`src/rtl/txp_pkg.sv`:
```
package txp_pkg;
    // Descriptor status word layout
    localparam int OWN_BIT   = 31;
    localparam int EOR_BIT   = 30;
    localparam int FIRST_BIT = 29;
    localparam int LAST_BIT  = 28;
    localparam int LEN_W     = 13;
    localparam int MIN_FRAME = 60;
    // Descriptor geometry
    localparam int BUF_OFS    = 8;
    localparam int DESC_SHIFT = 4;
    localparam int ALIGN_BITS = 8;
    localparam int LANES      = 4;

    typedef enum logic [3:0] {
        ST_IDLE, ST_RSTAT, ST_CHK, ST_RBUF, ST_GBUF,
        ST_FETCH, ST_LOAD, ST_SEND, ST_WB
    } state_t;

    typedef struct packed {
        logic own;
        logic eor;
        logic first;
        logic last;
    } flags_t;

    function automatic flags_t flags_of(input logic [31:0] s);
        flags_t f;
        f.own   = s[OWN_BIT];
        f.eor   = s[EOR_BIT];
        f.first = s[FIRST_BIT];
        f.last  = s[LAST_BIT];
        return f;
    endfunction

    function automatic logic [LEN_W-1:0] padded_len(input logic [LEN_W-1:0] raw,
                                                    input logic single);
        return (single && raw < LEN_W'(MIN_FRAME)) ? LEN_W'(MIN_FRAME) : raw;
    endfunction
endpackage

```
`src/rtl/txp_ring_index.sv`:
```
module txp_ring_index #(
    parameter int IDX_W = 4
) (
    input  logic             clk,
    input  logic             rst,
    input  logic             adv,
    input  logic             wrap,
    output logic [IDX_W-1:0] idx
);
    localparam logic [IDX_W-1:0] IDX_MAX = '1;

    always_ff @(posedge clk) begin
        if (rst)
            idx <= '0;
        else if (adv)
            idx <= (wrap || idx == IDX_MAX) ? '0 : idx + 1'b1;
    end
endmodule

```
`src/rtl/txp_byte_lane.sv`:
```
module txp_byte_lane #(
    parameter int LANES = 4,
    localparam int SEL_W = $clog2(LANES)
) (
    input  logic [8*LANES-1:0] word,
    input  logic [SEL_W-1:0]   sel,
    input  logic               zero,
    output logic [7:0]         byte_out
);
    logic [7:0] lane [LANES];

    for (genvar g = 0; g < LANES; g++) begin : g_lane
        assign lane[g] = word[8*g +: 8];
    end

    assign byte_out = zero ? 8'h00 : lane[sel];
endmodule

```
`src/rtl/tx_desc_poll_engine.sv`:
```
module tx_desc_poll_engine
    import txp_pkg::*;
#(
    parameter int AW       = 32,
    parameter int IDX_W    = 4,
    parameter int POLL_BIT = 6
) (
    input  logic          clk,
    input  logic          rst,
    input  logic          poll_wr,
    input  logic [7:0]    poll_data,
    input  logic [AW-1:0] ring_base,
    output logic          mem_rd,
    output logic          mem_wr,
    output logic [AW-1:0] mem_addr,
    output logic [31:0]   mem_wdata,
    input  logic [31:0]   mem_rdata,
    output logic          tx_valid,
    input  logic          tx_ready,
    output logic [7:0]    tx_data,
    output logic          tx_last,
    output logic          busy,
    output logic          done,
    output logic          tx_ok,
    output logic [IDX_W-1:0] ring_idx
);
    localparam logic [AW-1:0] BASE_MASK = {{(AW-ALIGN_BITS){1'b1}}, {ALIGN_BITS{1'b0}}};
    localparam logic [AW-1:0] WORD_MASK = {{(AW-2){1'b1}}, 2'b00};
    localparam int SEL_W = $clog2(LANES);

    state_t           st;
    logic [31:0]      stat_q;
    logic [AW-1:0]    buf_q;
    logic [LEN_W-1:0] cnt_q;
    logic [31:0]      word_q;
    logic             pend_q;
    logic             txok_q;

    logic             unused_poll;
    assign unused_poll = ^poll_data;

    wire poll_go = poll_wr & poll_data[POLL_BIT];

    flags_t           fl;
    logic [LEN_W-1:0] raw_len, eff_len;
    logic [LEN_W:0]   cnt_nx;
    logic             end_byte, in_data, nxt_in_data, word_end;
    logic [AW-1:0]    desc_base;

    assign fl          = flags_of(stat_q);
    assign raw_len     = stat_q[LEN_W-1:0];
    assign eff_len     = padded_len(raw_len, fl.first & fl.last);
    assign cnt_nx      = {1'b0, cnt_q} + (LEN_W+1)'(1);
    assign end_byte    = (cnt_q == eff_len - LEN_W'(1));
    assign in_data     = (cnt_q < raw_len);
    assign nxt_in_data = (cnt_nx < {1'b0, raw_len});
    assign word_end    = (cnt_q[SEL_W-1:0] == {SEL_W{1'b1}});
    assign desc_base   = (ring_base & BASE_MASK) + AW'({ring_idx, {DESC_SHIFT{1'b0}}});

    txp_ring_index #(.IDX_W(IDX_W)) u_idx (
        .clk  (clk),
        .rst  (rst),
        .adv  (st == ST_WB),
        .wrap (fl.eor),
        .idx  (ring_idx)
    );

    txp_byte_lane #(.LANES(LANES)) u_lane (
        .word     (word_q),
        .sel      (cnt_q[SEL_W-1:0]),
        .zero     (!in_data),
        .byte_out (tx_data)
    );

    always_comb begin
        mem_rd    = (st == ST_RSTAT) || (st == ST_RBUF) || (st == ST_FETCH);
        mem_wr    = (st == ST_WB);
        mem_wdata = stat_q & ~(32'h1 << OWN_BIT);
        case (st)
            ST_RSTAT, ST_WB: mem_addr = desc_base;
            ST_RBUF:         mem_addr = desc_base + AW'(BUF_OFS);
            ST_FETCH:        mem_addr = buf_q + AW'(cnt_q);
            default:         mem_addr = '0;
        endcase
        tx_valid = (st == ST_SEND);
        tx_last  = (st == ST_SEND) && end_byte && fl.last;
        busy     = (st != ST_IDLE);
        done     = (st == ST_WB);
        tx_ok    = txok_q;
    end

    always_ff @(posedge clk) begin
        if (rst) begin
            st     <= ST_IDLE;
            stat_q <= '0;
            buf_q  <= '0;
            cnt_q  <= '0;
            word_q <= '0;
            pend_q <= 1'b0;
            txok_q <= 1'b0;
        end else begin
            if (poll_go && st != ST_IDLE) pend_q <= 1'b1;
            else if (st == ST_IDLE)       pend_q <= 1'b0;

            if (st == ST_WB)   txok_q <= 1'b1;
            else if (poll_go)  txok_q <= 1'b0;

            case (st)
                ST_IDLE:  if (poll_go || pend_q) st <= ST_RSTAT;
                ST_RSTAT: st <= ST_CHK;
                ST_CHK: begin
                    stat_q <= mem_rdata;
                    st     <= mem_rdata[OWN_BIT] ? ST_RBUF : ST_IDLE;
                end
                ST_RBUF:  st <= ST_GBUF;
                ST_GBUF: begin
                    buf_q <= mem_rdata[AW-1:0] & WORD_MASK;
                    cnt_q <= '0;
                    if (eff_len == '0) begin
                        st <= ST_WB;
                    end else if (raw_len == '0) begin
                        word_q <= '0;
                        st     <= ST_SEND;
                    end else begin
                        st <= ST_FETCH;
                    end
                end
                ST_FETCH: st <= ST_LOAD;
                ST_LOAD: begin
                    word_q <= mem_rdata;
                    st     <= ST_SEND;
                end
                ST_SEND: if (tx_ready) begin
                    cnt_q <= cnt_nx[LEN_W-1:0];
                    if (end_byte) begin
                        st <= ST_WB;
                    end else if (word_end) begin
                        if (nxt_in_data) st <= ST_FETCH;
                        else             word_q <= '0;
                    end
                end
                ST_WB:    st <= ST_RSTAT;
                default:  st <= ST_IDLE;
            endcase
        end
    end
endmodule

```
`config.mk`:
```
export PLATFORM = sky130hd
export DESIGN_NAME = tx_desc_poll_engine
export DESIGN_NICKNAME = d
export VERILOG_FILES = /design/src/rtl/txp_pkg.sv /design/src/rtl/txp_ring_index.sv /design/src/rtl/txp_byte_lane.sv /design/src/rtl/tx_desc_poll_engine.sv
export SDC_FILE = /design/constraint.sdc
export NUM_CORES = 1
export LEC_CHECK = 0
export CAP_MARGIN = 25
export CORE_MARGIN = 1
export CORE_UTILIZATION = 45
export CTS_BUF_LIST = sky130_fd_sc_hd__clkbuf_8 sky130_fd_sc_hd__clkbuf_16
export DETAILED_ROUTE_END_ITERATION = 10
export DONT_BUFFER_PORTS = 1
export PLACE_DENSITY = 0.56
export SETUP_SLACK_MARGIN = 0.05
export SYNTH_ARGS = -nofsm -noshare
export SYNTH_HDL_FRONTEND = slang
export SYNTH_HIERARCHICAL = 1
export SYNTH_SLANG_ARGS = --single-unit
```
`constraint.sdc`:
```
create_clock -name clk -period 9.2 [get_ports clk]
set_input_delay 1.38 -clock clk [delete_from_list [all_inputs] [get_ports clk]]
set_output_delay 1.38 -clock clk [all_outputs]
set_load 0.005 [all_outputs]
```
* After elaboration in Yosys (flattened, before gate mapping)
Index checks and enable logic that the tools add are counted.
** Cells by class
- $lt $le $gt $ge :: 4
- $mul :: 0
- Div/mod/pow operators :: 0
- $add $sub $neg :: 6
- Muxes and demuxes :: 29
- Shift-type cells :: 0
- Bitwise operators :: 3
- Equal/unequal tests :: 20
- Reduce and logical (&&, ||, !) cells :: 20
** Operators by type and width (number)
- 32-bit 2-to-1 mux :: 6
- 32-bit case mux with 3 select lines :: 2
- 4-bit case mux with 9 select lines :: 1
- 32-bit by 13-bit adder with 32-bit output :: 1
- 32-bit by 4-bit adder with 32-bit output, second input constant :: 1
- 32-bit by 8-bit adder with 32-bit output :: 1
- 4-bit 2-to-1 mux :: 7
- 13-bit logical NOT :: 2
- 13-bit 2-to-1 mux :: 2
- 13-bit case mux with 2 select lines :: 1
- 8-bit 2-to-1 mux :: 3
- 8-bit binary-select mux with 2-bit select :: 1
- 4-bit by 3-bit == test with 1-bit output, second input constant :: 4
- 13-bit by 1-bit adder with 14-bit output, second input constant :: 1
- 14-bit by 13-bit less-than comparator with 1-bit output :: 1
- 13-bit == test :: 1
- 13-bit less-than comparator :: 1
- 13-bit by 6-bit less-than comparator with 1-bit output, second input constant :: 1
- 13-bit by 1-bit subtractor with 13-bit output, second input constant :: 1
- 4-bit by 2-bit == test with 1-bit output, second input constant :: 2
- 4-bit == test, second input constant :: 2
- 2-bit inequality test, second input constant :: 4
- 7-bit AND reduction :: 1
- 2-bit by 1-bit inequality test with 1-bit output, second input constant :: 3
- other kinds (18) :: 32
** Word-level totals
- Flip-flop bits (word level) :: 116
- Memory bits (writable) :: 0
- Output and inout bits :: 83
- Memories :: 0
- Latch bits :: 0
- Input bits :: 76
- Memory bits (read-only) :: 0
- Logic and storage cells :: 90

* Depth between registers and ports, before layout
- Depth in word-level cells :: 8
- Gate-level depth with buffers :: 15
- Gate-level depth less buffers :: 14

* Hierarchy
The synthesis kept the hierarchy.
** Modules (own cells, without submodules)
- tx_desc_poll_engine :: area an instance 6663.9 µm², cells an instance 866, times used 1
- txp_byte_lane :: area an instance 262.8 µm², cells an instance 30, times used 1
- txp_ring_index :: area an instance 193.9 µm², cells an instance 18, times used 1

* Least setup slack after synthesis
No wires, ideal clock.
- Path type :: reg-to-output
- Start point :: reg stat_q[8]
- End point :: out tx_last
- Cell stages (with the launch flop) :: 12
- Buffers on the path :: 0
- Path slack :: 4637 ps
- Data required time :: 7820 ps
- Arrival :: 3183 ps
- Cells stage by stage :: dfxtp_1 > nor4_2 > nand4_2 > nand2_1 > ha_1 > nor4b_1 > and2_1 > a31oi_1 > xnor2_1 > nor4_1 > and3_2 > and3_1
** Between the ends
- Cells in the longest elaborated chain, start to end :: 7
** RTL lines
- start, declared :: line tx_desc_poll_engine.sv:32 : logic [31:0] stat_q;
- start signal, assigned :: line tx_desc_poll_engine.sv:112 : stat_q <= mem_rdata;
- 13-bit by 6-bit less-than comparator with 1-bit output :: line txp_pkg.sv:38 : return (single && raw < LEN_W'(MIN_FRAME)) ? LEN_W'(MIN_FRAME) : raw;
- 1-bit logical AND :: line txp_pkg.sv:38
- 13-bit 2-to-1 mux * :: line txp_pkg.sv:38
- 13-bit by 1-bit subtractor with 13-bit output * :: line tx_desc_poll_engine.sv:54 : assign end_byte = (cnt_q == eff_len - LEN_W'(1));
- 13-bit == test * :: line tx_desc_poll_engine.sv:54
- 1-bit logical AND * (2 in a row) :: line tx_desc_poll_engine.sv:86 : tx_last = (st == ST_SEND) && end_byte && fl.last;
- end, declared :: line tx_desc_poll_engine.sv:21 : output logic tx_last,
Mark *: on every way between the ends. The rest lies on a longest branch, timed or not.

* Final worst setup path
Ends and elaborated chain as after synthesis.

==> impl_metrics.toml <==
[status]
status = "complete, no violations"

[layout]
fin_area_um2 = 7760
instances_no_fill = 1105
area_growth_pct = 8.979
drive_gt1_frac = 0.06488
antenna_cells = 0
fin_nets = 999

[drt]
drtAntennaViolNets = 0
vias = 6514
viasPerCell = 5.895
wirelength_mm = 21.38
first_iter_violations = 461
dr.pass1.iters = 5
drc_errors = 0
wire_per_inst_um = 19.34

[timing]
finalCritPeriodShare = 0.6362
hold_viol = 0
skew_ns = 0.01037
tightestPinTransition_ns = 1.043
max-slew-margin-rel = 0.3044
setup_viol = 0
layout_min_cycle_time_ns = 5.853
slew_violations = 0
rsz0062_at_grt = "no"
clock.fmax_mhz = 170.8
fin_setup_tns_ns = 0

[placement]
globalplace.congestion = 0.8829
dpl_cell_area_um2 = 7169
place.port_buffers = 0
dp.cells = 1074
place.detailed.hpwl_mm = 15.75

[clock_network]
clockBufferDepth = 2
cts_setup_buffers = 0
clkSlewWorstSetupHoldPaths_ns = 0.06
holdBufCountCts = 0
cts_buffers = 17
root_buffer = "clkbuf_16"
insertion_delay_ns = 0.42
cts_tree = "yes"
cts_resized = 0
htreeDepth = 4
clkSinkCount = 116

[power_and_ir_drop]
p_per_area_nw_per_um2 = 258.6
vdd_drop_max_mv = 0.1384
switching_power_w = 0.0007734
power_switching_share = 0.3854
total_leakage_power_nw = 2.810
p_int_w = 0.001233
clkPwrFrac = 0.314
p_seq_frac = 0.342
combPwrFrac = 0.344

[synth]
synth-simple-area-share = 0.2344
synth-seq-cells = 116
yosys.area_share.adder = 0.06958
ys.flop_type = "dfxtp_1"
synth_compound_area_frac = 0.2239
synthArstFlopShare = 0
synth_top_family_by_area = "simple AND/OR/NAND/NOR gates"
syn_inst = 914
synth_xor_area_frac = 0.06607
yosysWarningCount = 6
syn_area_um2 = 7121
synth_nets = 1029
synth.avg_cell_area_um2 = 7.791
ys_types = 75
synth_top_area_cell = "dfxtp_1"
ys_seq_area_frac = 0.3261
synth.area.top_cells = "dfxtp_1, nand2_1, a21oi_1"
yosysTopAreaCellShare = 0.3261
synth_enable_flop_cells = 0
synthMuxAreaShare = 0.02530

[worst_setup_path]
critPathCaptureType = "primary output"
critPathMaxFanout = 9
crit_slowest_cell = "nor4_2"
crit_start = "stat_q[8]"
path_delay_family = "simple AND/OR/NAND/NOR gates"
crit_path_max_incr_delay_ns = 0.64
reg2reg_from = "stat_q[8]"
crit_chain = "nor4_2, nand4_2, nand2_1, ha_1, nor4b_1, and2_1, a31oi_1, xnor2_1, nor4_1, and3_2, and3_1"
arrival_ns = 4.47
worstPathRequired_ns = 7.82
cp-start-kind = "flop"
critical_path_class = "flop to primary output"
path_buf_inv = 0

[min_path]
holdCritPathClass = "flop to flop"
worstHoldStart = "buf_q[5]"

[global_route]
antenna_found_initial = 0
first_global_vias = 6070
grt_max_degree = 84
grt-ovfl-total = 0
grt_pass1_wl_mm = 33.60
grtUsageTotal = 0.2684

[floorplan]
core_area_um2 = 15310
fp.dieH_um = 127.8
die-area_um2 = 16330
num_io_pins = 159
initial_core_util = 0.4650
die_w_um = 127.8
std_cell_rows = 45

[flow_run]
max-cap-violations = 0
-- layout by cell type, fill, tap and decap left out, types with 4 or more instances in the layout --
cell,synthesis,layout
a21o_1,12,12
a21oi_1,100,99
a22o_1,32,32
a22oi_1,7,7
a31oi_1,5,5
and2_1,7,7
and3_1,10,10
buf_4,2,6
clkbuf_16,0,17
dfxtp_1,116,116
ha_1,38,38
inv_1,28,30
mux2i_1,18,18
nand2_1,180,180
nand2b_1,13,13
nand3_1,15,15
nand4_1,7,7
nor2_1,52,50
nor2b_1,6,6
nor3_1,15,14
nor4_1,10,10
o21a_1,4,4
o21ai_0,44,44
o21ai_1,4,4
o21bai_1,5,5
o22ai_1,10,10
or3_1,4,4
or4_1,4,4
xnor2_1,34,34
xor2_1,17,17
-- cell type report --
type | count | area [um2]
multi-input cells | 713 | 4433
flip-flops and latches | 116 | 2322
clock buffers | 18 | 439.2
inverters | 28 | 105.1
repair buffers | 8 | 80.08
fillers | 1515 | 7555
clock inverters | 11 | 116.4
well taps | 211 | 264.0
-- power groups by stage --
stage | Clock (W) | Combinational [W] | Sequential [W]
after floorplan | 0 | 0.000565 | 0.000640
after global placement | 0 | 0.000659 | 0.000695
after detailed placement | 0 | 0.000671 | 0.000696
after CTS | 0.000640 | 0.000676 | 0.000686
after global routing | 0.000663 | 0.000772 | 0.000699
final | 0.000630 | 0.000690 | 0.000687
-- worst paths after layout --
kind	depth (start not counted)	endpoint	slack [ns]
max reg2reg	12	word_q[18]	4.40
min reg2reg	2	buf_q[5]	0.46
max	11	tx_last	3.35
min	2	buf_q[5]	0.46
-- state kept, by name (all words and copies together) (netlist names) --
| name | cells |
|---|---|
| buf_q | 30 |
| pend_q | 1 |
| tx_ok | 1 |
| stat_q | 31 |
| u_idx/idx | 4 |
| cnt_q | 13 |
| word_q | 32 |
| st | 4 |
-- layer usage --
metal / GRT usage / up-vias / wire length [um]
met1: 0.3683 / 3098 / 9862
met3: 0.06427 / 25 / 1586
met4: 0.06990 / 0 / 317
met5: 0 / - / 0
li1: - / 3162 / -
met2: 0.4214 / 229 / 9609
-- synth_stat cells, types with 13 or more instances --
| cell type | number |
|---|---|
| nand2_1 | 180 |
| dfxtp_1 | 116 |
| a21oi_1 | 100 |
| nor2_1 | 52 |
| o21ai_0 | 44 |
| clkbuf_1 | 43 |
| ha_1 | 38 |
| xnor2_1 | 34 |
| a22o_1 | 32 |
| inv_1 | 28 |
| mux2i_1 | 18 |
| xor2_1 | 17 |
| nand3_1 | 15 |
| nor3_1 | 15 |
| nand2b_1 | 13 |
-- kinds of logic after synthesis --
kind of cell    after synthesis
fa+ha+maj                    39
simple gates                351
xor+xnor                     52
mux                          18
other cells                   1
compound gates              252
buf+inv                      85
flops                       116
-- stage by stage --
stage	total power, W	setup WS (ns)	utilization	hold WS [ns]
floorplan	0.001205	4.637	-	0.4406
global placement	0.001355	3.855	0.4681	0.4525
detailed placement	0.001368	3.844	0.4681	0.4480
CTS	0.002002	3.365	0.5044	0.4577
global route	0.002134	3.012	0.5067	0.4789
finish	0.002007	3.347	0.5067	0.4581
-- worst register-to-register path, delay by kind of cell (launching register included) --
family | cells | cell delay, ns
AO/OA/AOI/OAI | 3 | 1.17
adder cells (fa/ha/maj) | 1 | 0.28
XOR/XNOR | 1 | 0.18
flip-flops | 1 | 0.43
AND/OR/NAND/NOR | 7 | 2.69
No activity file was read; power rests on OpenSTA's default activity.
